`src/rtl/fmanan_pkg.sv`:
```
package fmanan_pkg;

  typedef struct packed {
    logic nan;
    logic snan;
    logic inf;
    logic zero;
  } fp_kind_t;

  typedef enum logic {
    NAN_ORDER_ACC_FIRST = 1'b0,
    NAN_ORDER_A_FIRST   = 1'b1
  } nan_conv_e;

  localparam int unsigned N_OPS  = 3;
  localparam int unsigned IDX_ACC = 0;
  localparam int unsigned IDX_A   = 1;
  localparam int unsigned IDX_B   = 2;

endpackage

```
`src/rtl/fmanan_classify.sv`:
```
module fmanan_classify
  import fmanan_pkg::*;
#(
  parameter int unsigned EXP_W  = 8,
  parameter int unsigned FRAC_W = 23
) (
  input  logic [EXP_W+FRAC_W-1:0] mag,
  output fp_kind_t                kind
);
  logic [EXP_W-1:0]  expo;
  logic [FRAC_W-1:0] frac;
  logic exp_max, exp_zero, frac_zero;

  assign expo      = mag[EXP_W+FRAC_W-1:FRAC_W];
  assign frac      = mag[FRAC_W-1:0];
  assign exp_max   = &expo;
  assign exp_zero  = ~|expo;
  assign frac_zero = ~|frac;

  always_comb begin
    kind.nan  = exp_max & ~frac_zero;
    kind.snan = exp_max & ~frac_zero & ~frac[FRAC_W-1];
    kind.inf  = exp_max & frac_zero;
    kind.zero = exp_zero & frac_zero;
  end
endmodule

```
`src/rtl/fmanan_pick.sv`:
```
module fmanan_pick
  import fmanan_pkg::*;
#(
  parameter int unsigned W = 32
) (
  input  logic [N_OPS-1:0][W-1:0] ops,
  input  fp_kind_t [N_OPS-1:0]    kinds,
  input  nan_conv_e               conv,
  output logic                    hit,
  output logic [W-1:0]            word,
  output logic                    word_snan
);
  function automatic logic [1:0] rank_to_idx(nan_conv_e c, int r);
    logic [1:0] idx;
    if (c == NAN_ORDER_ACC_FIRST) begin
      case (r)
        0:       idx = 2'(IDX_ACC);
        1:       idx = 2'(IDX_B);
        default: idx = 2'(IDX_A);
      endcase
    end else begin
      case (r)
        0:       idx = 2'(IDX_A);
        1:       idx = 2'(IDX_B);
        default: idx = 2'(IDX_ACC);
      endcase
    end
    return idx;
  endfunction

  always_comb begin
    hit       = 1'b0;
    word      = '0;
    word_snan = 1'b0;
    for (int r = N_OPS - 1; r >= 0; r--) begin
      logic [1:0] k;
      k = rank_to_idx(conv, r);
      if (kinds[k].nan) begin
        hit       = 1'b1;
        word      = ops[k];
        word_snan = kinds[k].snan;
      end
    end
  end
endmodule

```
`src/rtl/fmanan_resolver.sv`:
```
module fmanan_resolver
  import fmanan_pkg::*;
#(
  parameter int unsigned EXP_W  = 8,
  parameter int unsigned FRAC_W = 23
) (
  input  logic                        clk,
  input  logic                        rst_n,
  input  logic                        in_valid,
  output logic                        in_ready,
  input  logic [EXP_W+FRAC_W:0]       in_acc,
  input  logic [EXP_W+FRAC_W:0]       in_a,
  input  logic [EXP_W+FRAC_W:0]       in_b,
  input  logic                        in_mode,
  output logic                        out_valid,
  input  logic                        out_ready,
  output logic                        out_special,
  output logic [EXP_W+FRAC_W:0]       out_result,
  output logic                        out_invalid
);
  localparam int unsigned W    = 1 + EXP_W + FRAC_W;
  localparam int unsigned QBIT = FRAC_W - 1;
  localparam logic [W-1:0] DEFAULT_NAN =
    {1'b0, {EXP_W{1'b1}}, 1'b1, {(FRAC_W-1){1'b0}}};
  localparam logic [W-1:0] QUIET_MASK = W'(1) << QBIT;

  logic [N_OPS-1:0][W-1:0] ops;
  fp_kind_t [N_OPS-1:0]    kinds;
  nan_conv_e               conv;
  logic                    nan_hit, nan_snan, any_snan, prod_inv;
  logic [W-1:0]            nan_word;
  logic                    nxt_special, nxt_invalid;
  logic [W-1:0]            nxt_result;
  logic                    take;

  assign ops[IDX_ACC] = in_acc;
  assign ops[IDX_A]   = in_a;
  assign ops[IDX_B]   = in_b;
  assign conv         = nan_conv_e'(in_mode);

  for (genvar g = 0; g < N_OPS; g++) begin : g_cls
    fmanan_classify #(.EXP_W(EXP_W), .FRAC_W(FRAC_W)) u_cls (
      .mag  (ops[g][W-2:0]),
      .kind (kinds[g])
    );
  end

  fmanan_pick #(.W(W)) u_pick (
    .ops       (ops),
    .kinds     (kinds),
    .conv      (conv),
    .hit       (nan_hit),
    .word      (nan_word),
    .word_snan (nan_snan)
  );

  always_comb begin
    any_snan = 1'b0;
    for (int i = 0; i < N_OPS; i++) any_snan |= kinds[i].snan;
  end

  assign prod_inv = (kinds[IDX_A].inf  & kinds[IDX_B].zero) |
                    (kinds[IDX_A].zero & kinds[IDX_B].inf);

  always_comb begin
    nxt_special = nan_hit | prod_inv;
    nxt_invalid = (conv == NAN_ORDER_ACC_FIRST) & (any_snan | prod_inv);
    if (nan_hit) begin
      if (conv == NAN_ORDER_ACC_FIRST && nan_snan) nxt_result = nan_word | QUIET_MASK;
      else                                         nxt_result = nan_word;
    end else if (prod_inv) begin
      nxt_result = DEFAULT_NAN;
    end else begin
      nxt_result = '0;
    end
  end

  assign in_ready = ~out_valid | out_ready;
  assign take     = in_valid & in_ready;

  always_ff @(posedge clk) begin
    if (!rst_n) begin
      out_valid   <= 1'b0;
      out_special <= 1'b0;
      out_invalid <= 1'b0;
      out_result  <= '0;
    end else begin
      if (take) begin
        out_valid   <= 1'b1;
        out_special <= nxt_special;
        out_invalid <= nxt_invalid;
        out_result  <= nxt_result;
      end else if (out_ready) begin
        out_valid   <= 1'b0;
      end
    end
  end
endmodule

```
`config.mk`:
```
export PLATFORM = sky130hd
export DESIGN_NAME = fmanan_resolver
export DESIGN_NICKNAME = d
export VERILOG_FILES = /design/src/rtl/fmanan_pkg.sv /design/src/rtl/fmanan_classify.sv /design/src/rtl/fmanan_pick.sv /design/src/rtl/fmanan_resolver.sv
export SDC_FILE = /design/constraint.sdc
export NUM_CORES = 1
export LEC_CHECK = 0
export CAP_MARGIN = 30
export CORE_ASPECT_RATIO = 0.6
export CORE_MARGIN = 2
export CORE_UTILIZATION = 39
export CTS_BUF_LIST = sky130_fd_sc_hd__clkbuf_4
export DETAILED_ROUTE_END_ITERATION = 6
export GPL_TIMING_DRIVEN = 0
export HOLD_SLACK_MARGIN = 0.15
export PLACE_DENSITY_LB_ADDON = 0.15
export SYNTH_ARGS = -nofsm -noshare
export SYNTH_HDL_FRONTEND = slang
export SYNTH_SLANG_ARGS = --single-unit
```
`constraint.sdc`:
```
create_clock -name clk -period 4.6 [get_ports clk]
set_input_delay 0.46 -clock clk [delete_from_list [all_inputs] [get_ports clk]]
set_output_delay 0.46 -clock clk [all_outputs]
set_load 0.01 [all_outputs]
```
==> summary.md <==
| Metric | Value |
|---|---|
| Post-synthesis mux area share | 0% |
| Sequential share of the synthesized area | 35.3% |
| Number of global-route vias before repair | 2363 |
| Clk pin slew, worst setup/hold paths | 0.11 ns |
| Final-stage net count | 485 |
| Diodes inserted | 0 |
| CP delay by family, top | compound AO/OA/AOI/OAI gates |
| CTS Buf Count | 5 |
| Starting DRT DRC Count | 127 |
| Fmax | 376 MHz |
| Critical Path AT | 2.94 ns |
| Register bit total from synthesis | 35 |
| Multi-input logic area | 1200 sq um |
| Hpwl dp | 6200 um |
| Hold Vio Cnt, Final | 0 |
| Cell Chain, Critical Path | clkdlybuf4s50_1 > nor4_1 > nand4_1 > o21ba_1 > buf_6 > a211oi_4 > buf_6 > and2_1 > a221oi_1 > o21ai_1 |
| Synthesized cell area | 1990 sq um |
| Register area | 701 sq um |
| Final WL | 7340 um |
| Inst Count DP | 443 |
| Hold Buf Count CTS | 0 |
| Utilization after layout | 70.1% |
| Most used DFF post-synth | dfxtp_1 |
| Bufs on Longest Clock Path | 2 |
| Crit path max fanout | 10 |
| Skew final | 0.00721 ns |
| Port Buffers | 136 |
| CP startpoint kind | input pin |
| Clock Sink Count | 35 |
| Final Critical Period | 2.66 ns |
| Main combinational cell family by area after synthesis | simple AND/OR/NAND/NOR gates |
| Most common cell on crit path | buf_6 |
| RSZ-0062 raised after global routing | no |
| Static leakage | 1.15 nW |
| Fin Setup TNS | 0 ns |
| Met3 Use GR | 6.49% |
| Compound-Gate Fraction of Synth Area | 29.3% |
| Post-Syn Nets | 342 |
| Mean Syn Cell Area | 8.24 sq um |
| Core Rows | 20 |
| GRT busiest layer | met2 |
| Via count | 2500 |
| Number of remaining DRC errors | 0 |
| Yosys cell types | 46 |
| First-pass iteration count of the detailed router | 4 |
| Share of layout cells above drive strength 1 | 8.05% |
| CTS tree | done |
| Share of the synthesized area in the top cell type | 35.3% |
| IO Pins | 137 |
| Critical Path Max Stage Delay | 0.45 ns |
| Finished Cell Area | 3490 sq um |
| RePlAce Congestion | 0.922 |
| Core area | 4980 sq um |
| Number of max-cap violations | 0 |
| Finished Layout Cells | 451 |
| CTS H-tree lvls | 2 |
| Root Driver | clkbuf_4 |
| Worst-skew pair later-pin latency | 0.34 ns |
| Post-CTS Setup Inserts | 0 |
| Synthesized instance count | 241 |
| Cell area power density | 173 nW/um^2 |
| Setup violators final | 0 |
| Vias per cell | 5.54 |
| Pwr Total | 0.604 mW |
| XOR/XNOR Fraction of Synth Area | 0% |
| Crit. End Element | flip-flop |
| DRT antenna net count | 0 |
| Initial antenna violation count | 0 |
| Req. time, crit path | 4.88 ns |
| Die height | 59.3 um |
| Post-synth EDFFs | 0 |
| Worst rel slew slack | 34.9% |
| Synth-to-layout area growth | 75.6% |
| Synth warnings | 0 |
| Filler cells | 424 |
| Met1 Usage GRT | 37.1% |
| Slew Limit Fails | 0 |
| CP Buf/Inv Count | 3 |
| Largest net degree at the start of global routing | 12 |
| Initial Util | 39.9% |
| First-pass GRT wire length | 11300 um |
| Simple-Gate Fraction of Synth Area | 31.0% |
| Placed instance area | 3430 sq um |
| GRT Util Overall | 26.6% |
| Critical Path Slowest Stage Cell | a211oi_4 |
| Resize count post-CTS | 0 |
| Largest cells by area after synthesis | dfxtp_1 (35%), a221oi_1 (7.9%), nand2_1 (7.6%) |
| Peak supply drop | 0.0748 mV |
| Final Cycle Share | 57.8% |
| Total global routing overflow | 0 |
| Met2 usage | 41.2% |
| Yosys top cell by area | dfxtp_1 |
| Hold WC Path Type | reg -> reg |
| Critical Setup Path Class | in -> reg |
| WL/cell | 16.3 um |
| Status | finished, final reports clean |
| Width of the chip | 96.1 um |
| Fraction of registers with async set/reset | 0% |
| Synth Area in Adders | 0% |
| Die area | 5700 sq um |
| Worst-Margin Slew | 0.977 ns |
==> registers in the layout, indices dropped and copies added, names as in the netlist <==
| name | count |
|---|---|
| out_special | 1 |
| out_result | 32 |
| out_valid | 1 |
| out_invalid | 1 |
==> kinds of logic (layout without fill, tap and decap cells) <==
kind of cell | after synthesis | count (layout)
simple gates | 111 | 111
compound gates | 80 | 80
flops | 35 | 35
buf+inv | 15 | 159
==> cells in the final DEF, fill, tap and decap left out, types with 3 or more instances in the layout <==
cell type | netlist | layout
clkdlybuf4s50_1 | 0 | 136
nand2_1 | 40 | 40
dfxtp_1 | 35 | 35
and2_1 | 23 | 23
a21oi_1 | 18 | 18
a221oi_1 | 18 | 18
o21ai_1 | 17 | 17
nor4_1 | 15 | 15
nand4_1 | 8 | 8
clkbuf_4 | 0 | 6
clkbuf_1 | 4 | 4
a21o_1 | 4 | 4
buf_4 | 4 | 4
nor3_1 | 3 | 3
inv_1 | 3 | 3
a211oi_1 | 3 | 3
nor2_1 | 3 | 3
o21ai_0 | 3 | 3
==> layout make-up <==
class / instances / share of cell area, %
timing repair buffer: 136 / 39.0
multi-input combinational: 191 / 34.3
sequential: 35 / 20.1
tap: 66 / 2.37
buffer: 12 / 2.22
clock buffer: 6 / 1.29
clock inverter: 2 / 0.359
inverter: 3 / 0.323
==> synth_stat cells (all sizes together), types with 5 or more instances <==
| cell type | number |
|---|---|
| a21o | 5 |
| a21oi | 19 |
| a221oi | 20 |
| and2 | 23 |
| buf | 7 |
| clkbuf | 5 |
| dfxtp | 35 |
| nand2 | 41 |
| nand4 | 8 |
| nor2 | 6 |
| nor4 | 15 |
| o21ai | 22 |
==> worst paths after layout <==
check / start / endpoint / slack, ns / depth (start not counted)
max reg2reg: out_valid$_SDFFE_PN0P_ / out_result[31]$_SDFFE_PN0P_ / 2.70 / 5
min reg2reg: out_result[12]$_SDFFE_PN0P_ / out_result[12]$_SDFFE_PN0P_ / 0.45 / 2
max: in_a[18] / out_result[19]$_SDFFE_PN0P_ / 1.94 / 10
min: out_result[12]$_SDFFE_PN0P_ / out_result[12]$_SDFFE_PN0P_ / 0.45 / 2
==> per-layer routing <==
metal | up-vias | part of all wire, %
met5 | - | 0
met4 | 0 | 0.90
met3 | 8 | 10
met2 | 126 | 44
met1 | 1148 | 45
li1 | 1218 | -
==> worst reg2reg max path, stage by stage, from the launching register on <==
cell	delay, ns
dfxtp_1	0.34
nand2b_1	0.11
a21oi_1	0.80
clkbuf_1	0.41
nand2_1	0.12
o21ai_2	0.07
==> where the power goes <==
part / switching [mW] / internal, mW / total, mW
logic: 0.0439 / 0.0848 / 0.129
registers: 0.000410 / 0.304 / 0.304
clock network: 0.106 / 0.0648 / 0.171
total: 0.150 / 0.453 / 0.604
==> metrics by stage <==
stage	setup WS [ns]	hold WS (ns)
after floorplan	2.54	0.474
final	1.94	0.453
after CTS	2.02	0.456
after detailed placement	1.67	0.440
after global routing	1.88	0.478
after global placement	1.70	0.437
Power figures use the tool's default switching activity.
